### config.mk
export PLATFORM = sky130hd
export DESIGN_NAME = fsync_ser_master
export DESIGN_NICKNAME = d
export VERILOG_FILES = /design/src/rtl/fsync_ser_master.sv
export SDC_FILE = /design/constraint.sdc
export NUM_CORES = 1
export LEC_CHECK = 0
export BUFFER_PORTS_ARGS = -buffer_cell sky130_fd_sc_hd__buf_2
export CAP_MARGIN = 20
export CORE_ASPECT_RATIO = 0.5
export CORE_MARGIN = 3
export CORE_UTILIZATION = 45
export CTS_CLUSTER_DIAMETER = 30
export CTS_CLUSTER_SIZE = 16
export DETAILED_ROUTE_END_ITERATION = 10
export MAX_ROUTING_LAYER = met4
export PLACE_DENSITY = 0.71
export SLEW_MARGIN = 40
export SYNTH_ARGS = -nofsm -noshare
export SYNTH_HDL_FRONTEND = slang
export SYNTH_SLANG_ARGS = --single-unit
export TNS_END_PERCENT = 10
### constraint.sdc
create_clock -name clk -period 5.6 [get_ports clk]
set_input_delay 1.12 -clock clk [delete_from_list [all_inputs] [get_ports clk]]
set_output_delay 1.12 -clock clk [all_outputs]
set_load 0.01 [all_outputs]
### src/rtl/fsync_ser_master.sv
module fsync_ser_master #(
  parameter int W      = 16,
  parameter int DEPTH  = 8,
  parameter int HALF_W = 8,
  parameter int TO_W   = 16
) (
  input  logic              clk,
  input  logic              rst_n,
  input  logic [4:0]        cfg_bits,
  input  logic [HALF_W-1:0] cfg_half,
  input  logic [TO_W-1:0]   cfg_timeout,
  input  logic              tx_wr,
  input  logic [W-1:0]      tx_data,
  output logic              tx_full,
  output logic              tx_empty,
  output logic              ovr_tx,
  input  logic              rx_rd,
  output logic [W-1:0]      rx_data,
  output logic              rx_full,
  output logic              rx_empty,
  output logic              ovr_rx,
  output logic              rx_timeout,
  output logic              ser_clk,
  output logic              ser_fs,
  output logic              ser_dout,
  output logic              ser_dout_oe,
  input  logic              ser_din
);
  localparam int AW = $clog2(DEPTH);

  logic [W-1:0] txm [DEPTH];
  logic [W-1:0] rxm [DEPTH];
  logic [AW:0]  txw, txr, rxw, rxr;

  logic              active, sclk_q, fs_q, dout_q, ovl;
  logic [4:0]        cnt, nb, nb_nx;
  logic [W-1:0]      txsh, rxsh;
  logic [HALF_W-1:0] div;
  logic [TO_W-1:0]   to_cnt;

  assign tx_empty = (txw == txr);
  assign tx_full  = (txw[AW] != txr[AW]) && (txw[AW-1:0] == txr[AW-1:0]);
  assign rx_empty = (rxw == rxr);
  assign rx_full  = (rxw[AW] != rxr[AW]) && (rxw[AW-1:0] == rxr[AW-1:0]);
  assign rx_data  = rxm[rxr[AW-1:0]];

  wire [HALF_W-1:0] half_eff = (cfg_half == '0) ? HALF_W'(1) : cfg_half;
  wire tick      = active && (div == half_eff - HALF_W'(1));
  wire rise      = tick && !sclk_q;
  wire fall      = tick && sclk_q;
  wire start     = !active && !tx_empty;
  wire last_rise = rise && (cnt == nb);
  wire lsb_rise  = rise && (cnt + 5'd1 == nb);
  wire load      = start || (lsb_rise && !tx_empty);
  wire tx_push   = tx_wr && !tx_full;
  wire rx_push   = last_rise && !rx_full;
  wire rx_pop    = rx_rd && !rx_empty;
  wire [W-1:0] mask    = (W'(1) << nb) - W'(1);
  wire [W-1:0] tx_head = txm[txr[AW-1:0]];

  always_ff @(posedge clk) begin
    if (tx_push) txm[txw[AW-1:0]] <= tx_data;
    if (rx_push) rxm[rxw[AW-1:0]] <= rxsh & mask;
  end

  always_ff @(posedge clk or negedge rst_n) begin
    if (!rst_n) begin
      txw <= '0; txr <= '0; rxw <= '0; rxr <= '0;
      ovr_tx <= 1'b0; ovr_rx <= 1'b0; to_cnt <= '0;
    end else begin
      if (tx_push) txw <= txw + 1'b1;
      if (load)    txr <= txr + 1'b1;
      if (rx_push) rxw <= rxw + 1'b1;
      if (rx_pop)  rxr <= rxr + 1'b1;
      if (tx_wr && tx_full)     ovr_tx <= 1'b1;
      if (last_rise && rx_full) ovr_rx <= 1'b1;
      if (active || rx_empty) to_cnt <= '0;
      else if (to_cnt != '1)  to_cnt <= to_cnt + 1'b1;
    end
  end

  always_ff @(posedge clk or negedge rst_n) begin
    if (!rst_n) begin
      active <= 1'b0; sclk_q <= 1'b0; fs_q <= 1'b0; dout_q <= 1'b0; ovl <= 1'b0;
      cnt <= '0; nb <= 5'd4; nb_nx <= 5'd4; div <= '0; txsh <= '0; rxsh <= '0;
    end else begin
      if (start) begin
        active <= 1'b1; sclk_q <= 1'b1; fs_q <= 1'b1; dout_q <= 1'b0;
        div <= '0; cnt <= '0; nb <= cfg_bits; ovl <= 1'b0;
      end else if (active) begin
        div <= tick ? '0 : div + 1'b1;
        if (rise) begin
          if (cnt == nb) begin
            if (ovl) begin
              sclk_q <= 1'b1; fs_q <= 1'b0; dout_q <= txsh[W-1];
              txsh <= txsh << 1; cnt <= 5'd1; nb <= nb_nx; ovl <= 1'b0;
            end else begin
              active <= 1'b0; dout_q <= 1'b0;
            end
          end else begin
            sclk_q <= 1'b1; fs_q <= 1'b0; dout_q <= txsh[W-1];
            txsh <= txsh << 1; cnt <= cnt + 5'd1;
            if (load) begin
              fs_q <= 1'b1; ovl <= 1'b1; nb_nx <= cfg_bits;
            end
          end
        end
        if (fall) begin
          sclk_q <= 1'b0;
          if (cnt != '0) rxsh <= {rxsh[W-2:0], ser_din};
        end
      end
      if (load) txsh <= tx_head << (W - int'(cfg_bits));
    end
  end

  assign ser_clk     = sclk_q;
  assign ser_fs      = fs_q;
  assign ser_dout    = dout_q;
  assign ser_dout_oe = active;
  assign rx_timeout  = !active && !rx_empty && (to_cnt >= cfg_timeout);
endmodule


# Word level (Yosys, flattened, before mapping)
# Memories as Yosys holds them, arrays and structs flattened.
# Cells that the tools add are included.
# W data, S select, Z words.
[totals] in_bits=50 out_inout_bits=27 word_cells=146 n_memories=2 regBits=94 mem_bits_rw=256
[classes] eq_ne=14 bitwise_logic=3 add_sub_neg=10 order_cmp=1 mux=53 reduce_logical=43 n_shift=2
[mem_list] name="rxm" words=8 word_bits=16 read_ports=1 rd_ports_with_merged_regs=0 write_ports=1 line="32" source="logic [W-1:0] rxm [DEPTH];"
[mem_list] name="txm" words=8 word_bits=16 read_ports=1 rd_ports_with_merged_regs=0 write_ports=1 line="31" source="logic [W-1:0] txm [DEPTH];"
[ops] operator="$mux W16" count=8
[ops] operator="$mux W5" count=10
[ops] operator="$mux W8" count=4
[ops] operator="$shl A16 B32 Y16" count=1
[ops] operator="$mux W1" count=31
[ops] operator="$add A16 B1 Y16 const B" count=1
[ops] operator="$add A4 B1 Y4 const B" count=4
[ops] operator="$and A16 B16 Y16" count=1
[ops] operator="$ge A16 B16 Y1" count=1
[ops] operator="$logic_and A1 B1 Y1" count=16
[ops] operator="$ne A16 B16 Y1 const B" count=1
[ops] operator="$shl A1 B5 Y16 const A" count=1
[ops] operator="$sub A16 B2 Y16 const B" count=1
[ops] operator="$reduce_bool A2 Y1" count=7
[ops] operator="$reduce_and A4 Y1" count=3
[ops] operator="$eq A5 B5 Y1" count=2
[ops] operator="$reduce_and A3 Y1" count=3
[ops] operator="$add A8 B1 Y8 const B" count=1
[ops] operator="$eq A4 B4 Y1" count=2
[ops] operator="$eq A8 B8 Y1" count=1
[ops] operator="$logic_not A8 Y1" count=1
[ops] operator="$sub A8 B1 Y8 const B" count=1
[ops] operator="$eq A3 B3 Y1" count=2
[ops] operator="$logic_not A1 Y1" count=6
[ops] operator="12 further kinds" count=17

# Depth between registers and ports, before layout
[logic_depth] ltp_word=14 depth_mapped=14 mapped_depth_nobuf=12

# Worst setup path before layout
# No wires, ideal clock.
[synth_path] path_type="input to register" start="input port cfg_half[1]" end="memory rxm[0][0] (enable)" setup_ps=409 path_slack_ps=447 n_path_buf=2 arrival_ps=4744 required_time_ps=5191 stages=14 cell_sequence="nor3_1 -> and2_1 -> a21oi_1 -> ha_1 -> xor2_1 -> o221a_2 -> nand3_2 -> nor4_4 -> and3_1 -> clkbuf_1 -> and3_1 -> clkbuf_1 -> nand2b_1 -> nor3_1"
[synth_between] elab_chain_cells=10
[synth_rtl] element="from (decl)" line="10" source="input logic [HALF_W-1:0] cfg_half,"
[synth_rtl] element="$logic_not A8 Y1" line="47" source="wire [HALF_W-1:0] half_eff = (cfg_half == '0) ? HALF_W'(1) : cfg_half;"
[synth_rtl] element="$mux W8 (*)" line="47"
[synth_rtl] element="$sub A8 B1 Y8 (*)" line="48" source="wire tick = active && (div == half_eff - HALF_W'(1));"
[synth_rtl] element="$eq A8 B8 Y1 (*)" line="48"
[synth_rtl] element="$logic_and A1 B1 Y1 (*)" line="48"
[synth_rtl] element="$logic_and A1 B1 Y1 (*)" line="49" source="wire rise = tick && !sclk_q;"
[synth_rtl] element="$logic_and A1 B1 Y1 (*)" line="52" source="wire last_rise = rise && (cnt == nb);"
[synth_rtl] element="$logic_and A1 B1 Y1 (*)" line="56" source="wire rx_push = last_rise && !rx_full;"
[synth_rtl] element="$mux W1 (*)" line="63" source="if (rx_push) rxm[rxw[AW-1:0]] <= rxsh & mask;"
[synth_rtl] element="$mux W1 (not written as such) (*)" line="63"
[synth_rtl] element="to (decl)" line="32"
# Mark *: on every way between the ends. The rest lies on a longest branch, timed or not.

# Worst setup path in the final report
[layout_path] start="input port cfg_half[1]" end="memory rxm[0][2] (enable)"
# Same word-level chain as after synthesis.

==> results.cfg <==
[timing]
slew_headroom_pct = 50.0
tns_ns = 0
whs_ns = 0.458
hold_viol = 0
fin_crit_sh_pct = 73.2
worst_pin_slew_ns = 0.748
rsz0062_at_grt = false
skew_ns = 0.0338
period_minus_slack_ns = 4.10
max_freq_mhz = 244
drv_slew = 0
setup-violations-final = 0

[worst_setup_path]
crit_start = cfg_half[1]
cp-start-kind = input pin
crit_end = rxm[0][2]
reg2reg_depth = 9
cp_cell_sequence = buf_2 -> nor3_1 -> and2_1 -> a21oi_1 -> ha_1 -> xor2_1 -> o221a_2 -> nand3_2 -> nor4_4 -> and3_1 -> and3_1 -> nand2b_1 -> nor3_2 -> buf_4
critPathMaxFanout = 16
crit_required_ns = 5.82
r2r_start = txr[1]
r2r-end = txsh[15]
max_stage_delay_ns = 0.41
cp-end-kind = flip-flop
cp.arrival_ns = 4.32
r2r_setup_slack_ns = 2.48
cp_common_cell = and3_1
critPathKind = input pin to flip-flop
crit_slowest_cell = nor4_4

[synth]
synthFlopType = edfxtp_1
async_flop_share_pct = 26.9
synth_cell_types = 72
synth_nets = 1153
synth_cells = 1076
syn_avg_cell_area_um2 = 14.8
ys_seq_elements = 350
synth_warnings = 0
synth_edf_count = 256
syn-cell-area_um2 = 15900
synth_seq_area_share_pct = 63.1

[power_and_ir_drop]
p_leak_nw = 6.98
p_total_mw = 7.42
power_density_nw_per_um2 = 403
peakVddDrop_v = 0.000261

[grt]
grt-ovfl-total = 0
grt_pass1_vias = 9485
grt_pass1_wl_um = 51900
antenna_found_initial = 3
grt_usage_pct = 17.8
grt_max_degree = 59

[floorplan]
start_util_pct = 46.9
core_um2 = 33900
die_w_um = 272
rows = 47
die_area_um2 = 37800
boundaryPins = 77
die_h_um = 139

[drt]
met2_length_um = 15800
drt_iter0_markers = 641
top_layer_used = met4
post_drt_via_cell_ratio = 5.54
first_pass_iters = 5
drt-met1-wl_um = 13900
routedWlPerCell_um = 19.1
vias = 9250
ant_nets = 0
wirelength_um = 31900
routed-wl-met3_um = 1580
drc = 0

[place]
dp_cells = 1588
portBuffers = 76
gp_congestion = 0.865
dp_hpwl_um = 21000

[cells_and_area]
final_common_cell = edfxtp_1
drive_gt1_share_pct = 26.8
final_cell_mix = edfxtp_1, dfrtp_1, buf_2, mux4_2, nor2_1
syn_to_final_growth_pct = 15.7
multi_input_area_um2 = 5580
layout.cells.non_filler = 1669
seqCellArea_um2 = 10000
final_nets = 1244
fillers = 2676
final_core_utilization_pct = 54.2

[clock_tree]
insertion_delay_ns = 0.56
post_cts_resized = 0
cts_root_buf = clkbuf_16
clkSlewWorstSetupHoldPaths_ns = 0.06
post-cts-setup-buffer-count = 0
cts_buffers = 42
cts_hold_buffers = 0
cts_buffer_depth = 3
cts_sinks = 350
tritoncts = built
cts_htree_levels = 2

[flow_run]
drv_cap = 0

[worst_hold_path]
hold_path_class = flip-flop to flip-flop

[status]
status = finished, final reports clean
==> final cells by class <==
| cell class | count | share of cell area (%) |
|---|---|---|
| antenna | 3 | 0.0408 |
| clock buffer | 47 | 5.87 |
| clock inverter | 31 | 1.81 |
| inverter | 40 | 0.816 |
| multi-input combinational | 628 | 30.3 |
| sequential | 350 | 54.6 |
| tap | 465 | 3.16 |
| timing repair buffer | 105 | 3.38 |
==> kinds of logic after synthesis <==
logic type | after synthesis | synth area share [%]
buffers and inverters | 98 | 2.46
AOI/OAI and AO/OA | 148 | 6.34
adders and majority gates | 27 | 2.12
DFF | 350 | 63.1
xor gates and xnor gates | 59 | 3.25
and+or+nand+nor | 251 | 8.02
muxes | 143 | 14.7
==> sequential cells by signal, indices dropped and copies added (netlist names), 4 cells and up <==
name    flops
div         8
rxr         4
rxm       128
rxsh       16
rxw         4
txr         4
txm       128
cnt         5
to_cnt     16
txsh       16
nb_nx       5
txw         4
nb          5
==> critical path: cells and delay by family <==
kind            cells  cell delay, ns
fa+ha+maj           1            0.30
xor+xnor            1            0.14
buf+inv             2            0.42
compound gates      2            0.26
simple gates        8            2.06
==> worst min path at each step <==
stage	from	endpoint	slack [ns]	depth (start not counted)
after floorplan	nb_nx[0]	nb_nx[0]	0.45	2
after global placement	ovr_tx	ovr_tx	0.45	1
after detailed placement	ovr_tx	ovr_tx	0.45	1
after CTS	ovr_tx	ovr_tx	0.46	1
after global routing	ovr_tx	ovr_tx	0.50	1
final	ovr_tx	ovr_tx	0.46	1
==> cells in the mapped netlist, drive strengths merged (4+ instances only) <==
library cell,count,share of area (%)
mux2,51,3.8
xnor2,34,1.9
a21boi,4,0.19
o21ai,32,1.0
o21a,4,0.19
mux2i,28,1.8
inv,40,0.94
a31oi,7,0.28
a211oi,5,0.24
nand2b,14,0.55
nor3,23,0.72
mux4,64,9.1
nor2b,9,0.35
edfxtp,256,48
buf,16,0.53
a21oi,26,0.82
a21o,12,0.57
o32ai,5,0.28
o31ai,7,0.33
nand4,10,0.39
and3,9,0.35
nand2,61,1.5
nor4,4,0.25
ha,27,2.1
and2,13,0.51
nor2,64,1.5
o22ai,13,0.51
xor2,25,1.4
nor3b,11,0.52
clkbuf,42,0.99
nand3,18,0.60
dfrtp,92,14
==> stage by stage <==
step	worst slack (ns)	area, um^2
final	1.50	18400
after global routing	1.19	18400
after CTS	1.54	18400
after detailed placement	0.971	17000
after global placement	1.08	16900
after floorplan	0.447	15900
==> power breakdown <==
part	leakage [nW]	internal, mW	switching (mW)
logic	2.67	0.696	0.701
clock network	0.675	1.57	1.13
registers	3.63	3.05	0.270
==> routing by layer <==
| metal | global-route usage, % | up-vias |
|---|---|---|
| met5 | - | - |
| met2 | 29.2 | 200 |
| met4 | 4.23 | 0 |
| met1 | 23.0 | 4689 |
| met3 | 3.53 | 45 |
| li1 | - | 4316 |
Power figures use the tool's default switching activity.
